--- config.mk ---
export PLATFORM = sky130hd
export DESIGN_NAME = dbg_halt_ctrl
export DESIGN_NICKNAME = d
export VERILOG_FILES = /design/src/rtl/dbg_pkg.sv /design/src/rtl/dbg_sticky.sv /design/src/rtl/dbg_halt_core.sv /design/src/rtl/dbg_xfer.sv /design/src/rtl/dbg_halt_ctrl.sv
export SDC_FILE = /design/constraint.sdc
export NUM_CORES = 1
export LEC_CHECK = 0
export CELL_PAD_IN_SITES_DETAIL_PLACEMENT = 1
export CELL_PAD_IN_SITES_GLOBAL_PLACEMENT = 1
export CORE_MARGIN = 5
export CORE_UTILIZATION = 29
export CTS_BUF_LIST = sky130_fd_sc_hd__clkbuf_4 sky130_fd_sc_hd__clkbuf_8
export DETAILED_ROUTE_END_ITERATION = 10
export PLACE_DENSITY_LB_ADDON = 0.1
export SETUP_SLACK_MARGIN = 0.2
export SLEW_MARGIN = 20
export SYNTH_ARGS = -nofsm -noshare
export SYNTH_HDL_FRONTEND = slang
export SYNTH_SLANG_ARGS = --single-unit
--- constraint.sdc ---
create_clock -name clk -period 4.3 [get_ports clk]
set_input_delay 1.29 -clock clk [delete_from_list [all_inputs] [get_ports clk]]
set_output_delay 1.29 -clock clk [all_outputs]
set_load 0.02 [all_outputs]
--- src/rtl/dbg_pkg.sv ---
package dbg_pkg;

    localparam int unsigned ADDR_W = 8;
    localparam int unsigned DATA_W = 32;
    localparam int unsigned SEL_W  = 5;
    localparam int unsigned CAUSE_W = 5;

    localparam logic [ADDR_W-1:0] OFS_CAUSE = 8'h00;
    localparam logic [ADDR_W-1:0] OFS_CTRL  = 8'hC0;
    localparam logic [ADDR_W-1:0] OFS_SEL   = 8'hC4;
    localparam logic [ADDR_W-1:0] OFS_DATA  = 8'hC8;
    localparam logic [ADDR_W-1:0] OFS_EXC   = 8'hCC;

    localparam int unsigned ST_RST_BIT    = 25;
    localparam int unsigned ST_RETIRE_BIT = 24;
    localparam int unsigned ST_HALTED_BIT = 17;
    localparam int unsigned ST_READY_BIT  = 16;
    localparam int unsigned SEL_WNR_BIT   = 16;
    localparam int unsigned EXC_VCRST_BIT = 0;
    localparam int unsigned EXC_VCHF_BIT  = 10;
    localparam int unsigned EXC_WPEN_BIT  = 24;

    // control bits 3..0, first member is the MSB
    typedef struct packed {
        logic maskints;
        logic step;
        logic halt;
        logic enable;
    } ctrl_t;

    // cause bits 4..0
    typedef struct packed {
        logic ext;
        logic vcatch;
        logic watch;
        logic bkpt;
        logic halted;
    } cause_t;

    typedef struct packed {
        logic wp_en;
        logic vc_hf;
        logic vc_rst;
    } exc_t;

    // write-1-to-clear with set priority
    function automatic cause_t cause_next(cause_t cur, logic [CAUSE_W-1:0] clr, cause_t set);
        return cause_t'((cur & ~clr) | set);
    endfunction

endpackage

--- src/rtl/dbg_sticky.sv ---
module dbg_sticky #(
    parameter int unsigned W = 2
) (
    input  logic         clk,
    input  logic         rst,
    input  logic [W-1:0] set_i,
    input  logic         clr_i,
    output logic [W-1:0] q_o
);
    for (genvar i = 0; i < W; i++) begin : g_bit
        always_ff @(posedge clk) begin
            if (rst)
                q_o[i] <= 1'b0;
            else
                q_o[i] <= set_i[i] | (q_o[i] & ~clr_i);
        end
    end
endmodule

--- src/rtl/dbg_halt_core.sv ---
module dbg_halt_core
    import dbg_pkg::*;
(
    input  logic               clk,
    input  logic               rst,
    input  logic               wr_ctrl,
    input  logic               wr_cause,
    input  logic               wr_exc,
    input  logic [CAUSE_W-1:0] wbits,
    input  exc_t               exc_wbits,
    input  logic               ev_bkpt,
    input  logic               ev_watch,
    input  logic               ev_ext,
    input  logic               ev_hardfault,
    input  logic               core_in_reset,
    input  logic               core_retire,
    output ctrl_t              ctrl_q,
    output cause_t             cause_q,
    output exc_t               exc_q
);
    logic   en;
    logic   wp_hit, hf_hit, rst_hit, step_hit, dbg_halt_wr, halt_ev;
    cause_t cause_set;
    ctrl_t  ctrl_d;

    assign en          = ctrl_q.enable;
    assign wp_hit      = ev_watch & exc_q.wp_en;
    assign hf_hit      = ev_hardfault & exc_q.vc_hf;
    assign rst_hit     = core_in_reset & exc_q.vc_rst;
    assign step_hit    = ctrl_q.step & core_retire;
    assign dbg_halt_wr = wr_ctrl & wbits[1] & wbits[0];
    assign halt_ev     = en & (ev_bkpt | wp_hit | ev_ext | hf_hit | step_hit);

    always_comb begin
        cause_set.halted = dbg_halt_wr | (en & step_hit & ~core_in_reset);
        cause_set.bkpt   = en & ev_bkpt;
        cause_set.watch  = en & wp_hit;
        cause_set.vcatch = en & (hf_hit | rst_hit);
        cause_set.ext    = en & ev_ext;
    end

    always_comb begin
        ctrl_d = ctrl_q;
        if (wr_ctrl)
            ctrl_d = ctrl_t'(wbits[3:0]);
        if (core_in_reset)
            ctrl_d.halt = en & exc_q.vc_rst;
        else if (halt_ev)
            ctrl_d.halt = 1'b1;
    end

    always_ff @(posedge clk) begin
        if (rst) begin
            ctrl_q  <= '0;
            cause_q <= '0;
            exc_q   <= '0;
        end else begin
            ctrl_q  <= ctrl_d;
            cause_q <= cause_next(cause_q, wr_cause ? wbits : '0, cause_set);
            if (wr_exc)
                exc_q <= exc_wbits;
        end
    end
endmodule

--- src/rtl/dbg_xfer.sv ---
module dbg_xfer
    import dbg_pkg::*;
(
    input  logic              clk,
    input  logic              rst,
    input  logic              wr_sel,
    input  logic              wr_data,
    input  logic [DATA_W-1:0] wdata,
    input  logic              xfer_done,
    input  logic [DATA_W-1:0] xfer_rdata,
    output logic [SEL_W-1:0]  sel_q,
    output logic              wnr_q,
    output logic [DATA_W-1:0] data_q,
    output logic              ready_q,
    output logic              busy_q,
    output logic              req_q
);
    always_ff @(posedge clk) begin
        if (rst) begin
            sel_q   <= '0;
            wnr_q   <= 1'b0;
            data_q  <= '0;
            ready_q <= 1'b1;
            busy_q  <= 1'b0;
            req_q   <= 1'b0;
        end else begin
            req_q <= 1'b0;
            if (wr_data)
                data_q <= wdata;
            if (wr_sel) begin
                sel_q   <= wdata[SEL_W-1:0];
                wnr_q   <= wdata[SEL_WNR_BIT];
                busy_q  <= 1'b1;
                ready_q <= 1'b0;
                req_q   <= 1'b1;
            end else if (busy_q && xfer_done) begin
                busy_q  <= 1'b0;
                ready_q <= 1'b1;
                if (!wnr_q)
                    data_q <= xfer_rdata;
            end
        end
    end
endmodule

--- src/rtl/dbg_halt_ctrl.sv ---
module dbg_halt_ctrl
    import dbg_pkg::*;
(
    input  logic              clk,
    input  logic              rst,
    input  logic              bus_wr,
    input  logic              bus_rd,
    input  logic [ADDR_W-1:0] bus_addr,
    input  logic [DATA_W-1:0] bus_wdata,
    output logic [DATA_W-1:0] bus_rdata,
    input  logic              ev_bkpt,
    input  logic              ev_watch,
    input  logic              ev_ext,
    input  logic              ev_hardfault,
    input  logic              core_in_reset,
    input  logic              core_retire,
    input  logic              core_halted,
    output logic              halt_req,
    output logic              step_en,
    output logic              mask_ints,
    output logic              xfer_req,
    output logic              xfer_wr,
    output logic [SEL_W-1:0]  xfer_sel,
    output logic [DATA_W-1:0] xfer_wdata,
    input  logic              xfer_done,
    input  logic [DATA_W-1:0] xfer_rdata
);
    logic   wr_ctrl, wr_cause, wr_exc, wr_sel, wr_data, rd_ctrl;
    ctrl_t  ctrl_q;
    cause_t cause_q;
    exc_t   exc_q, exc_w;
    logic [1:0]        sticky_q;
    logic [SEL_W-1:0]  sel_q;
    logic              wnr_q, ready_q, busy_q, dbg_en;
    logic [DATA_W-1:0] data_q;

    assign wr_ctrl  = bus_wr & (bus_addr == OFS_CTRL);
    assign wr_cause = bus_wr & (bus_addr == OFS_CAUSE);
    assign wr_exc   = bus_wr & (bus_addr == OFS_EXC);
    assign wr_sel   = bus_wr & (bus_addr == OFS_SEL);
    assign wr_data  = bus_wr & (bus_addr == OFS_DATA);
    assign rd_ctrl  = bus_rd & (bus_addr == OFS_CTRL);

    assign exc_w = '{wp_en:  bus_wdata[EXC_WPEN_BIT],
                     vc_hf:  bus_wdata[EXC_VCHF_BIT],
                     vc_rst: bus_wdata[EXC_VCRST_BIT]};

    dbg_halt_core u_core (
        .clk          (clk),
        .rst          (rst),
        .wr_ctrl      (wr_ctrl),
        .wr_cause     (wr_cause),
        .wr_exc       (wr_exc),
        .wbits        (bus_wdata[CAUSE_W-1:0]),
        .exc_wbits    (exc_w),
        .ev_bkpt      (ev_bkpt),
        .ev_watch     (ev_watch),
        .ev_ext       (ev_ext),
        .ev_hardfault (ev_hardfault),
        .core_in_reset(core_in_reset),
        .core_retire  (core_retire),
        .ctrl_q       (ctrl_q),
        .cause_q      (cause_q),
        .exc_q        (exc_q)
    );

    // bit 1: core reset seen, bit 0: retire seen
    dbg_sticky #(.W(2)) u_sticky (
        .clk  (clk),
        .rst  (rst),
        .set_i({core_in_reset, core_retire}),
        .clr_i(rd_ctrl),
        .q_o  (sticky_q)
    );

    dbg_xfer u_xfer (
        .clk       (clk),
        .rst       (rst),
        .wr_sel    (wr_sel),
        .wr_data   (wr_data),
        .wdata     (bus_wdata),
        .xfer_done (xfer_done),
        .xfer_rdata(xfer_rdata),
        .sel_q     (sel_q),
        .wnr_q     (wnr_q),
        .data_q    (data_q),
        .ready_q   (ready_q),
        .busy_q    (busy_q),
        .req_q     (xfer_req)
    );

    assign dbg_en     = ctrl_q.enable;
    assign halt_req   = ctrl_q.halt & dbg_en;
    assign step_en    = ctrl_q.step & dbg_en;
    assign mask_ints  = ctrl_q.maskints & dbg_en;
    assign xfer_wr    = wnr_q;
    assign xfer_sel   = sel_q;
    assign xfer_wdata = data_q;

    always_comb begin
        bus_rdata = '0;
        case (bus_addr)
            OFS_CAUSE: bus_rdata[CAUSE_W-1:0] = cause_q;
            OFS_CTRL: begin
                bus_rdata[ST_RST_BIT]    = sticky_q[1];
                bus_rdata[ST_RETIRE_BIT] = sticky_q[0];
                bus_rdata[ST_HALTED_BIT] = core_halted;
                bus_rdata[ST_READY_BIT]  = ready_q;
                bus_rdata[3:0]           = ctrl_q;
            end
            OFS_SEL: begin
                bus_rdata[SEL_WNR_BIT] = wnr_q;
                bus_rdata[SEL_W-1:0]   = sel_q;
            end
            OFS_DATA: bus_rdata = data_q;
            OFS_EXC: begin
                bus_rdata[EXC_WPEN_BIT]  = exc_q.wp_en;
                bus_rdata[EXC_VCHF_BIT]  = exc_q.vc_hf;
                bus_rdata[EXC_VCRST_BIT] = exc_q.vc_rst;
            end
            default: bus_rdata = '0;
        endcase
    end
endmodule

==> out/qor.csv <==
stage;metric;value;unit
run_status;status;completed;
logic_synthesis;synth_area_leader_cell;dfxtp_1;
worst_setup_path;start_kind;primary input;
logic_synthesis;synth_ff_type;dfxtp_1;
flow_run;drv_cap;0;
layout;n_fill_cell;1266;
sta;finalHoldViolations;0;
logic_synthesis;synth_area;3190;µm²
worst_setup_path;reg2reg_slack;2320;ps
sta;setup_viol_count_final;0;
placed_design;port_buffers;157;
pwr;p_leak;1.95;nW
sta;fmax;245;MHz
cts;clkLatencyLatePin;320;ps
cts;clk_pin_slew;110;ps
layout;mostFrequentLayoutCell;clkdlybuf4s50_1;
worst_setup_path;cp_max_fo;5;
die;row_count;38;
grt;grt_usage;19.9;%
logic_synthesis;synthTopCellsByArea;dfxtp_1, a221oi_2, nand2b_1;
logic_synthesis;synth-seq-area-share;34.6;%
pwr;power_density;198;nW/µm²
cts;cts_max_path_buffers;2;
placed_design;place.gp.congestion;0.812;
layout;drive_gt1_share;25.8;%
pwr;finalPower;1.05;mW
layout;syn2layout_area_growth;66.7;%
logic_synthesis;synth_edf_count;0;
worst_setup_path;reg2reg_from;u_xfer.wnr_q;
pwr;vdd_drop_max;0.000132;V
logic_synthesis;yosys_warnings;0;
drt;first_pass_iters;4;
logic_synthesis;synthCells;371;
die;die_area;13200;µm²
die;ioPinCount;158;
grt;grt_first_pass_wirelength;20800;µm
logic_synthesis;async_flop_share;0;%
sta;rsz0062_at_grt;yes;
cts;ctsHoldBuffers;0;
sta;relSlewSlack;48.6;%
layout;num_antenna_cells;0;
drt;final_antenna_net_count;0;
cts;cts_tree;built;
drt;vias;3584;
die;die_h;115;µm
die;start_util;29.5;%
sta;period_share;95.0;%
worst_setup_path;critPathLaunch;bus_addr[4];
logic_synthesis;synth_nets;455;
placed_design;placed_cells;675;
die;core;10800;µm²
drt;totalWireLength;13100;µm
cts;cts-root-buf;clkbuf_8;
logic_synthesis;synthDistinctLibCells;40;
drt;wl_per_cell;19.0;µm
sta;fin_skew;7.18;ps
grt;grt_max_degree;57;
sta;worst_pin_slew;770;ps
worst_hold_path;hp-class;flop to flop;
die;die_width;115;µm
logic_synthesis;synth_seq_cells;55;
layout;final_cell_mix;clkdlybuf4s50_1, dfxtp_1, nor2_1, buf_4;
logic_synthesis;synth_area_per_cell;8.59;µm²
cts;cts_buffers;5;
grt;grt_overflow;0;
logic_synthesis;yosys.area.top_type_share;34.6;%
cts;h-tree-depth;2;
drt;vias_per_cell;5.19;
layout;stdcell_count;691;
worst_setup_path;critPathRequiredTime;3010;ps
worst_setup_path;crit_end;bus_rdata[2];
placed_design;post-dp-hpwl;9500;µm
worst_setup_path;end_kind;output pin;
grt;grt_pass1_vias;3953;
layout;final_nets;634;
sta;final_max_slew_viol_count;0;
sta;layout_min_cycle_time;4090;ps
worst_setup_path;critPathKind;primary input to output pin;
grt;antenna_found_initial;1;
drt;first_iter_violations;115;
drt;drc;0;
worst_setup_path;r2r_end;u_xfer.data_q[18];
worst_setup_path;reg2regPathDepth;5;
cts;cts_num_sinks;55;
worst_setup_path;arrival;2800;ps
-- layout make-up --
class / instances / area (µm²) / share of cell area (%)
tap: 140 / 175 / 3.30
clock buffer: 5 / 68.8 / 1.30
inverter: 3 / 11.3 / 0.212
sequential: 55 / 1100 / 20.7
timing repair buffer: 201 / 1920 / 36.1
multi-input combinational: 284 / 1990 / 37.5
clock inverter: 3 / 43.8 / 0.825
-- worst max-delay path, cell delays in order --
cell,delay (ps)
buf_6,90
or4_4,570
nor3_4,230
buf_6,160
buf_12,120
a22oi_2,70
o21ai_1,100
buf_4,170
-- metal layers --
layer / GRT usage, % / vias up / wire length (µm)
met1: 24.8 / 1742 / 5660
met5: 0 / - / 7
met3: 5.42 / 13 / 879
met4: 4.07 / 2 / 159
li1: - / 1723 / -
met2: 34.6 / 104 / 6400
-- kinds of logic (layout without fill, tap and decap cells) --
kind of cell    Yosys count  after routing  share of synthesized area [%]
mux                      11             11                           3.50
flops                    55             55                           34.6
compound gates          114            114                           31.0
simple gates            159            159                           26.0
buf+inv                  32            212                           4.95
-- repair_timing --
item | 4_1_cts | 5_1_grt
buffers inserted | 5 | 0
pin swaps | 4 | 4
gates resized for setup | 180 | 24
gates cloned | 3 | 0
endpoints found under the setup margin | 32 | 31
-- registers in the layout, indices dropped and copies added (netlist names) --
signal and flops:
u_xfer.data_q 32, u_core.cause_q 5, u_xfer.sel_q 5, u_core.ctrl_q 3, u_core.exc_q 3, u_sticky.q_o 2, u_core.en 1, u_xfer.busy_q 1
u_xfer.ready_q 1, u_xfer.req_q 1, u_xfer.wnr_q 1
-- through the flow --
| stage | worst slack [ps] | hold slack [ps] | utilization [%] | TNS (ps) | area [µm²] |
|---|---|---|---|---|---|
| detailed placement | -613 | 477 | 47.0 | -15250 | 5070 |
| global route | 142 | 537 | 49.2 | 0 | 5310 |
| CTS | 210 | 494 | 49.0 | 0 | 5290 |
| global placement | -517 | 465 | 47.0 | -13920 | 5070 |
| finish | 213 | 495 | 49.2 | 0 | 5310 |
| floorplan | 267 | 450 | - | 0 | 3190 |
-- cell usage after synthesis (4+ instances only) --
| library cell | number |
|---|---|
| dfxtp_1 | 55 |
| nor2_1 | 51 |
| nand2b_1 | 35 |
| o22ai_1 | 34 |
| a221oi_2 | 30 |
| nand2_1 | 26 |
| and2_1 | 25 |
| a21oi_1 | 19 |
| clkbuf_1 | 19 |
| a22oi_1 | 10 |
| mux2i_1 | 10 |
| o21ai_0 | 10 |
| buf_2 | 6 |
| nand3_1 | 5 |
| buf_6 | 4 |
-- how the worst min path moves through the flow --
stage                      startpoint                end  slack (ps)  cells after the start
floorplan             u_sticky.q_o[0]    u_sticky.q_o[0]         450                      2
global placement      u_xfer.sel_q[3]    u_xfer.sel_q[3]         460                      2
detailed placement  u_core.cause_q[2]  u_core.cause_q[2]         480                      2
CTS                 u_core.cause_q[2]  u_core.cause_q[2]         490                      2
global route        u_core.cause_q[2]  u_core.cause_q[2]         540                      2
finish              u_core.cause_q[2]  u_core.cause_q[2]         500                      2
-- report_power, final --
| group | switching [mW] | internal (mW) |
|---|---|---|
| Combinational | 0.0722 | 0.103 |
| Sequential | 0.00241 | 0.512 |
| Clock | 0.190 | 0.174 |
| Total | 0.265 | 0.788 |
(Power assumes the default switching activity.)
